==> src/rtl/hgate_pkg.sv <==
package hgate_pkg;
  localparam int HG_BYTE_W = 8;

  typedef enum logic [0:0] {
    SEQ_IDLE = 1'b0,
    SEQ_WAIT = 1'b1
  } seq_state_t;

  function automatic logic hg_match(input logic [HG_BYTE_W-1:0] b,
                                    input logic [HG_BYTE_W-1:0] code);
    return (b == code);
  endfunction

  function automatic logic hg_pick(input logic [HG_BYTE_W-1:0] b,
                                   input int unsigned idx);
    return b[idx];
  endfunction
endpackage

==> src/rtl/hgate_wr_edge.sv <==
module hgate_wr_edge (
  input  logic clk,
  input  logic rst_n,
  input  logic strobe_i,
  output logic evt_o
);
  logic strobe_q;

  always_ff @(posedge clk or negedge rst_n) begin
    if (!rst_n) strobe_q <= 1'b0;
    else        strobe_q <= strobe_i;
  end

  assign evt_o = strobe_i & ~strobe_q;
endmodule

==> src/rtl/hgate_arm.sv <==
module hgate_arm (
  input  logic clk,
  input  logic rst_n,
  input  logic arm_i,
  output logic armed_o
);
  always_ff @(posedge clk or negedge rst_n) begin
    if (!rst_n)     armed_o <= 1'b0;
    else if (arm_i) armed_o <= 1'b1;
  end
endmodule

==> src/rtl/hgate_seq.sv <==
module hgate_seq
  import hgate_pkg::*;
#(
  parameter logic [HG_BYTE_W-1:0] GATE_CMD = 8'hD1
) (
  input  logic                 clk,
  input  logic                 rst_n,
  input  logic                 armed_i,
  input  logic                 evt_i,
  input  logic                 is_cmd_i,
  input  logic [HG_BYTE_W-1:0] data_i,
  output logic                 load_o,
  output logic                 abort_o,
  output logic                 open_o,
  output logic                 suppress_o,
  output seq_state_t           state_o
);
  seq_state_t state_q, state_d;
  logic cmd_hit;

  assign cmd_hit = hg_match(data_i, GATE_CMD);
  assign open_o  = armed_i & evt_i & is_cmd_i & cmd_hit;
  assign load_o  = armed_i & evt_i & ~is_cmd_i & (state_q == SEQ_WAIT);
  assign abort_o = armed_i & evt_i & is_cmd_i & ~cmd_hit & (state_q == SEQ_WAIT);
  assign suppress_o = open_o | load_o;

  always_comb begin
    state_d = state_q;
    if (open_o)                 state_d = SEQ_WAIT;
    else if (load_o || abort_o) state_d = SEQ_IDLE;
  end

  always_ff @(posedge clk or negedge rst_n) begin
    if (!rst_n) state_q <= SEQ_IDLE;
    else        state_q <= state_d;
  end

  assign state_o = state_q;
endmodule

==> src/rtl/hgate_port_bit.sv <==
module hgate_port_bit
  import hgate_pkg::*;
#(
  parameter int unsigned GATE_BIT  = 1,
  parameter logic        RESET_VAL = 1'b1
) (
  input  logic                 clk,
  input  logic                 rst_n,
  input  logic                 armed_i,
  input  logic                 cpu_we_i,
  input  logic                 cpu_wd_i,
  input  logic                 host_load_i,
  input  logic [HG_BYTE_W-1:0] host_data_i,
  output logic                 gate_o
);
  logic gate_q, gate_d;

  always_comb begin
    gate_d = gate_q;
    if (armed_i) begin
      if (host_load_i) gate_d = hg_pick(host_data_i, GATE_BIT);
    end else if (cpu_we_i) begin
      gate_d = cpu_wd_i;
    end
  end

  always_ff @(posedge clk or negedge rst_n) begin
    if (!rst_n) gate_q <= RESET_VAL;
    else        gate_q <= gate_d;
  end

  assign gate_o = gate_q;
endmodule

==> src/rtl/hgate_ctrl.sv <==
module hgate_ctrl
  import hgate_pkg::*;
#(
  parameter logic [HG_BYTE_W-1:0] GATE_CMD  = 8'hD1,
  parameter int unsigned          GATE_BIT  = 1,
  parameter logic                 RESET_VAL = 1'b1
) (
  input  logic                 clk,
  input  logic                 rst_n,
  input  logic                 host_wr,
  input  logic                 host_cmd,
  input  logic [HG_BYTE_W-1:0] host_data,
  input  logic                 arm_pulse,
  input  logic                 cpu_we,
  input  logic                 cpu_wd,
  output logic                 gate_o,
  output logic                 armed_o,
  output logic                 suppress_ibf
);
  logic       wr_evt;
  logic       seq_load;
  logic       seq_abort;
  logic       seq_open;
  seq_state_t seq_state;

  hgate_wr_edge u_edge (
    .clk(clk), .rst_n(rst_n), .strobe_i(host_wr), .evt_o(wr_evt)
  );

  hgate_arm u_arm (
    .clk(clk), .rst_n(rst_n), .arm_i(arm_pulse), .armed_o(armed_o)
  );

  hgate_seq #(.GATE_CMD(GATE_CMD)) u_seq (
    .clk(clk), .rst_n(rst_n), .armed_i(armed_o), .evt_i(wr_evt),
    .is_cmd_i(host_cmd), .data_i(host_data), .load_o(seq_load),
    .abort_o(seq_abort), .open_o(seq_open), .suppress_o(suppress_ibf),
    .state_o(seq_state)
  );

  hgate_port_bit #(.GATE_BIT(GATE_BIT), .RESET_VAL(RESET_VAL)) u_port (
    .clk(clk), .rst_n(rst_n), .armed_i(armed_o), .cpu_we_i(cpu_we),
    .cpu_wd_i(cpu_wd), .host_load_i(seq_load), .host_data_i(host_data),
    .gate_o(gate_o)
  );
endmodule

==> config.mk <==
export PLATFORM = sky130hd
export DESIGN_NAME = hgate_ctrl
export DESIGN_NICKNAME = d
export VERILOG_FILES = /design/src/rtl/hgate_pkg.sv /design/src/rtl/hgate_wr_edge.sv /design/src/rtl/hgate_arm.sv /design/src/rtl/hgate_seq.sv /design/src/rtl/hgate_port_bit.sv /design/src/rtl/hgate_ctrl.sv
export SDC_FILE = /design/constraint.sdc
export NUM_CORES = 1
export LEC_CHECK = 0
export ABC_AREA = 1
export CAP_MARGIN = 20
export CORE_AREA = 10 10 47 49
export DETAILED_ROUTE_END_ITERATION = 10
export DIE_AREA = 0 0 57 59
export SYNTH_ARGS = -nofsm -noshare
export SYNTH_HDL_FRONTEND = slang
export SYNTH_SLANG_ARGS = --single-unit
==> constraint.sdc <==
create_clock -name clk -period 2.5 [get_ports clk]
set_input_delay 0.5 -clock clk [delete_from_list [all_inputs] [get_ports clk]]
set_output_delay 0.5 -clock clk [all_outputs]
set_load 0.01 [all_outputs]
# After elaboration in Yosys (flattened, before gate mapping)
# Index checks and enable logic that the tools add are counted.
[word_totals] wordCells=27 output_inout_bits=3 ff_bits=4 input_bits=15
[op_classes] n_bitwise=12 n_eq_ne=2 n_reduce_logical=4 mux=5
[op_table] operator="bitwise AND 1 bit" count=8
[op_table] operator="== test 8 bit, second input constant" count=1
[op_table] operator="two-way mux 1 bit" count=5
[op_table] operator="nonzero test 2 bit" count=2
[op_table] operator="inverter 1 bit" count=3
[op_table] operator="inequality test 2 x 1 -> 1 bit, second input constant" count=1
[op_table] operator="AND reduction 2 bit" count=1
[op_table] operator="logical OR 1 bit" count=1
[op_table] operator="bitwise OR 1 bit" count=1

# Longest topological paths before layout
[logic_depth] ltp_word=9 ltp_mapped=6 ltp_nobuf=6

# Hierarchy
# From an unflattened synthesis, not the netlist that was laid out.
[unflattened] cells_unflattened=41 hier_area_um2=267.8
[by_module_without_submodules] module="hgate_seq" cells_each=23 n_inst=1 area_each_um2=128.9 seq_area_each_um2=25.0
[by_module_without_submodules] module="hgate_port_bit" cells_each=11 n_inst=1 area_each_um2=67.6 seq_area_each_um2=26.3
[by_module_without_submodules] module="hgate_arm" cells_each=4 n_inst=1 area_each_um2=36.3 seq_area_each_um2=25.0
[by_module_without_submodules] module="hgate_wr_edge" cells_each=3 n_inst=1 area_each_um2=35.0 seq_area_each_um2=25.0

# Least setup slack after synthesis
# Ideal clock, no wire load.
[synth_path] path_type="input-to-output" startpoint="input port host_data[0]" endpoint="output port suppress_ibf" slack_ns=1.112 arrival_time_ns=0.888 required_ns=2.000 cell_stages=6 path_buffers=0 path_cell_list="inv_1 -> nor2_1 -> nand2_1 -> nor2_4 -> nand2_1 -> nand2_1"
[synth_via] elab_chain_cells=3
[synth_rtl] item="start, declared" line="hgate_ctrl.sv:12" text="input logic [HG_BYTE_W-1:0] host_data,"
[synth_rtl] item="== test 8 bit" line="hgate_pkg.sv:11" text="return (b == code);"
[synth_rtl] item="bitwise AND 1 bit" line="hgate_seq.sv:22" text="assign open_o = armed_i & evt_i & is_cmd_i & cmd_hit;"
[synth_rtl] item="bitwise OR 1 bit" line="hgate_seq.sv:25" text="assign suppress_o = open_o | load_o;"
[synth_rtl] item="end, declared" line="hgate_ctrl.sv:18" text="output logic suppress_ibf"
# Every way passes these cells.

# Worst setup path after layout
# Same ends and word-level chain as after synthesis.

==> results_dict.tcl <==
set metrics [dict create \
    outcome "complete, no violations" \
    netlist_instances 33 \
    final_common_cell "clkdlybuf4s50_1" \
    post-route-drc-count 0 \
    dr.pass1.iters 4 \
    start_kind "input port" \
    nFillCells 161 \
    post-cts-setup-buffers 0 \
    ys_seq_area_share_pct 42.86 \
    setup_viol 0 \
    finalClockSkew_ns 0.004198 \
    drive_above_1_share_pct 18.52 \
    maxCapViolCount 0 \
    synth.avg_cell_area_um2 7.166 \
    powerDensity_nw_per_um2 426.1 \
    fin_crit_sh_pct 79.88 \
    ioPinCount 18 \
    gp_congestion 0.6515 \
    clk_pin_slew_worst_paths_ns 0.04 \
    ys_ff_latch 4 \
    insertion_delay_ns 0.24 \
    cts_tree "yes" \
    grt_pass1_wl_um 1076 \
    die_h_um 59 \
    postCtsHoldBufs 0 \
    netlist.area_leader.share_pct 31.75 \
    min_path_type "in2async" \
    critical_path_required_ns 2.00 \
    cp-end-kind "output port" \
    dr_wl_met3_um 100 \
    fin_crit_ns 1.997 \
    finalMaxSlewViolations 0 \
    cts.sinks 4 \
    grt_max_degree 5 \
    placed_cells 66 \
    finalNonFillerCells 70 \
    dieArea_um2 3363 \
    tightest_slew_ns 0.1694 \
    peakVddDrop_uv 133.5 \
    finalNetCount 70 \
    cts_resized 0 \
    drt-wirelength-per-cell_um 9.300 \
    root_buffer "clkbuf_4" \
    grt_pass1_vias 255 \
    postPlaceCellArea_um2 426.7 \
    timing.hold.ws_ns 0.4584 \
    yosysTopAreaCell "dfrtp_1" \
    syn_nets 48 \
    syn2layout_area_growth_pct 92.59 \
    numCtsBuffers 3 \
    clockBufferDepth 2 \
    wl_met2_um 256 \
    dr.max_layer_used "met3" \
    crit_fanout 2 \
    first_iter_violations 5 \
    global_route.usage.total_pct 4.293 \
    rsz0062_at_grt "false" \
    leakagePower_nw 0.2221 \
    n_antenna_cell 0 \
    start_util_pct 16.88 \
    final_cell_mix "clkdlybuf4s50_1 (16), nand2_1 (13), nor2_1 (4)" \
    routed_wl_um 651 \
    max_freq_ghz 0.5007 \
    synth_cell_types 13 \
    synthTopCellsByArea "dfrtp_1 (32%), nand2_1 (21%), dfstp_2 (11%), nor2_1 (6.3%), nor2_2 (5.3%)" \
    routed-via-count 258 \
    die_w_um 57 \
    crit_arrival_ns 1.50 \
    r2r_cells 6 \
    synth_area_um2 236.5 \
    fin_area_um2 455.4 \
    antenna_found_initial 0 \
    postRouteAntennaNets 0 \
    hold_viol 0 \
    met1Wirelength_um 294 \
    p_total_mw 0.1940 \
    setup_tns_ns 0 \
    critPathKind "in2out" \
    ys_warn_count 0 \
    io_buffers 17 \
    slew_headroom_pct 88.67 \
    fp-row-count 14 \
    cts_max_level 1 \
    avgViaCountPerCell 3.686 \
    overflow 0 \
    core_um2 1401 \
]
-- report_power, final --
part | internal [mW] | leakage, nW | switching [mW]
logic | 0.0251 | 0.162 | 0.0108
registers | 0.0685 | 0.0448 | 0.00117
clock network | 0.0600 | 0.0150 | 0.0284
-- area by class of cell --
type                            count  area [um2]  area share, %
Sequential cell                     4       101.3          22.25
Tap cell                           16       20.02          4.396
Clock buffer                        4       26.28          5.769
Inverter                            4       15.01          3.297
Timing Repair Buffer               17       172.7          37.91
Multi-Input combinational cell     25       120.1          26.37
-- registers in the layout, indices dropped and copies added (netlist names) --
name             flops
u_port.gate_o        1
u_arm.armed_o        1
u_edge.strobe_q      1
u_seq.state_o        1
-- Yosys cell counts --
master and count:
nor2_2 2, or2_1 1, nand2_2 1, nor2_1 4, o21ai_0 1, nand3_2 1
dfstp_2 1, inv_2 1, nor2_4 1, nand3_1 1, inv_1 3, nand2_1 13
dfrtp_1 3
-- cells by family after synthesis --
logic type             synth area share (%)
buffers and inverters                 6.347
AOI/OAI and AO/OA                     2.114
DFF                                   42.86
and+or+nand+nor                       48.68
-- worst max-delay path, cell delays in order --
cell and delay [ns]:
clkdlybuf4s50_1 0.45, inv_1 0.04, nor2_1 0.07, nand2_1 0.08
nor2_4 0.07, nand2_1 0.06, nand2_1 0.05, dlymetal6s2s_1 0.16
-- worst paths after layout --
kind	end	start	slack, ns
setup / recovery	suppress_ibf	host_data[0]	0.50
hold / removal	u_edge.strobe_q	rst_n	0.46
setup reg to reg	u_seq.state_o	u_arm.armed_o	1.65
hold reg to reg	u_seq.state_o	u_seq.state_o	0.47
max in group asynchronous	u_port.gate_o	rst_n	1.81
min in group clk	u_seq.state_o	u_seq.state_o	0.47
-- per-stage QoR --
stage                     setup slack, ns  utilization (%)
final                              0.5030            32.50
after global placement             0.1221            30.45
after global routing               0.3819            32.50
after floorplan                     1.112                -
after detailed placement           0.1047            30.45
after CTS                          0.1004            32.32
-- routing by layer --
layer | vias to the layer above | track usage [%]
met3 | 0 | 3.433
met4 | 0 | 5.034
met5 | - | 0
met2 | 13 | 5.736
li1 | 143 | -
met1 | 102 | 3.717
No activity file was read; power rests on OpenSTA's default activity.
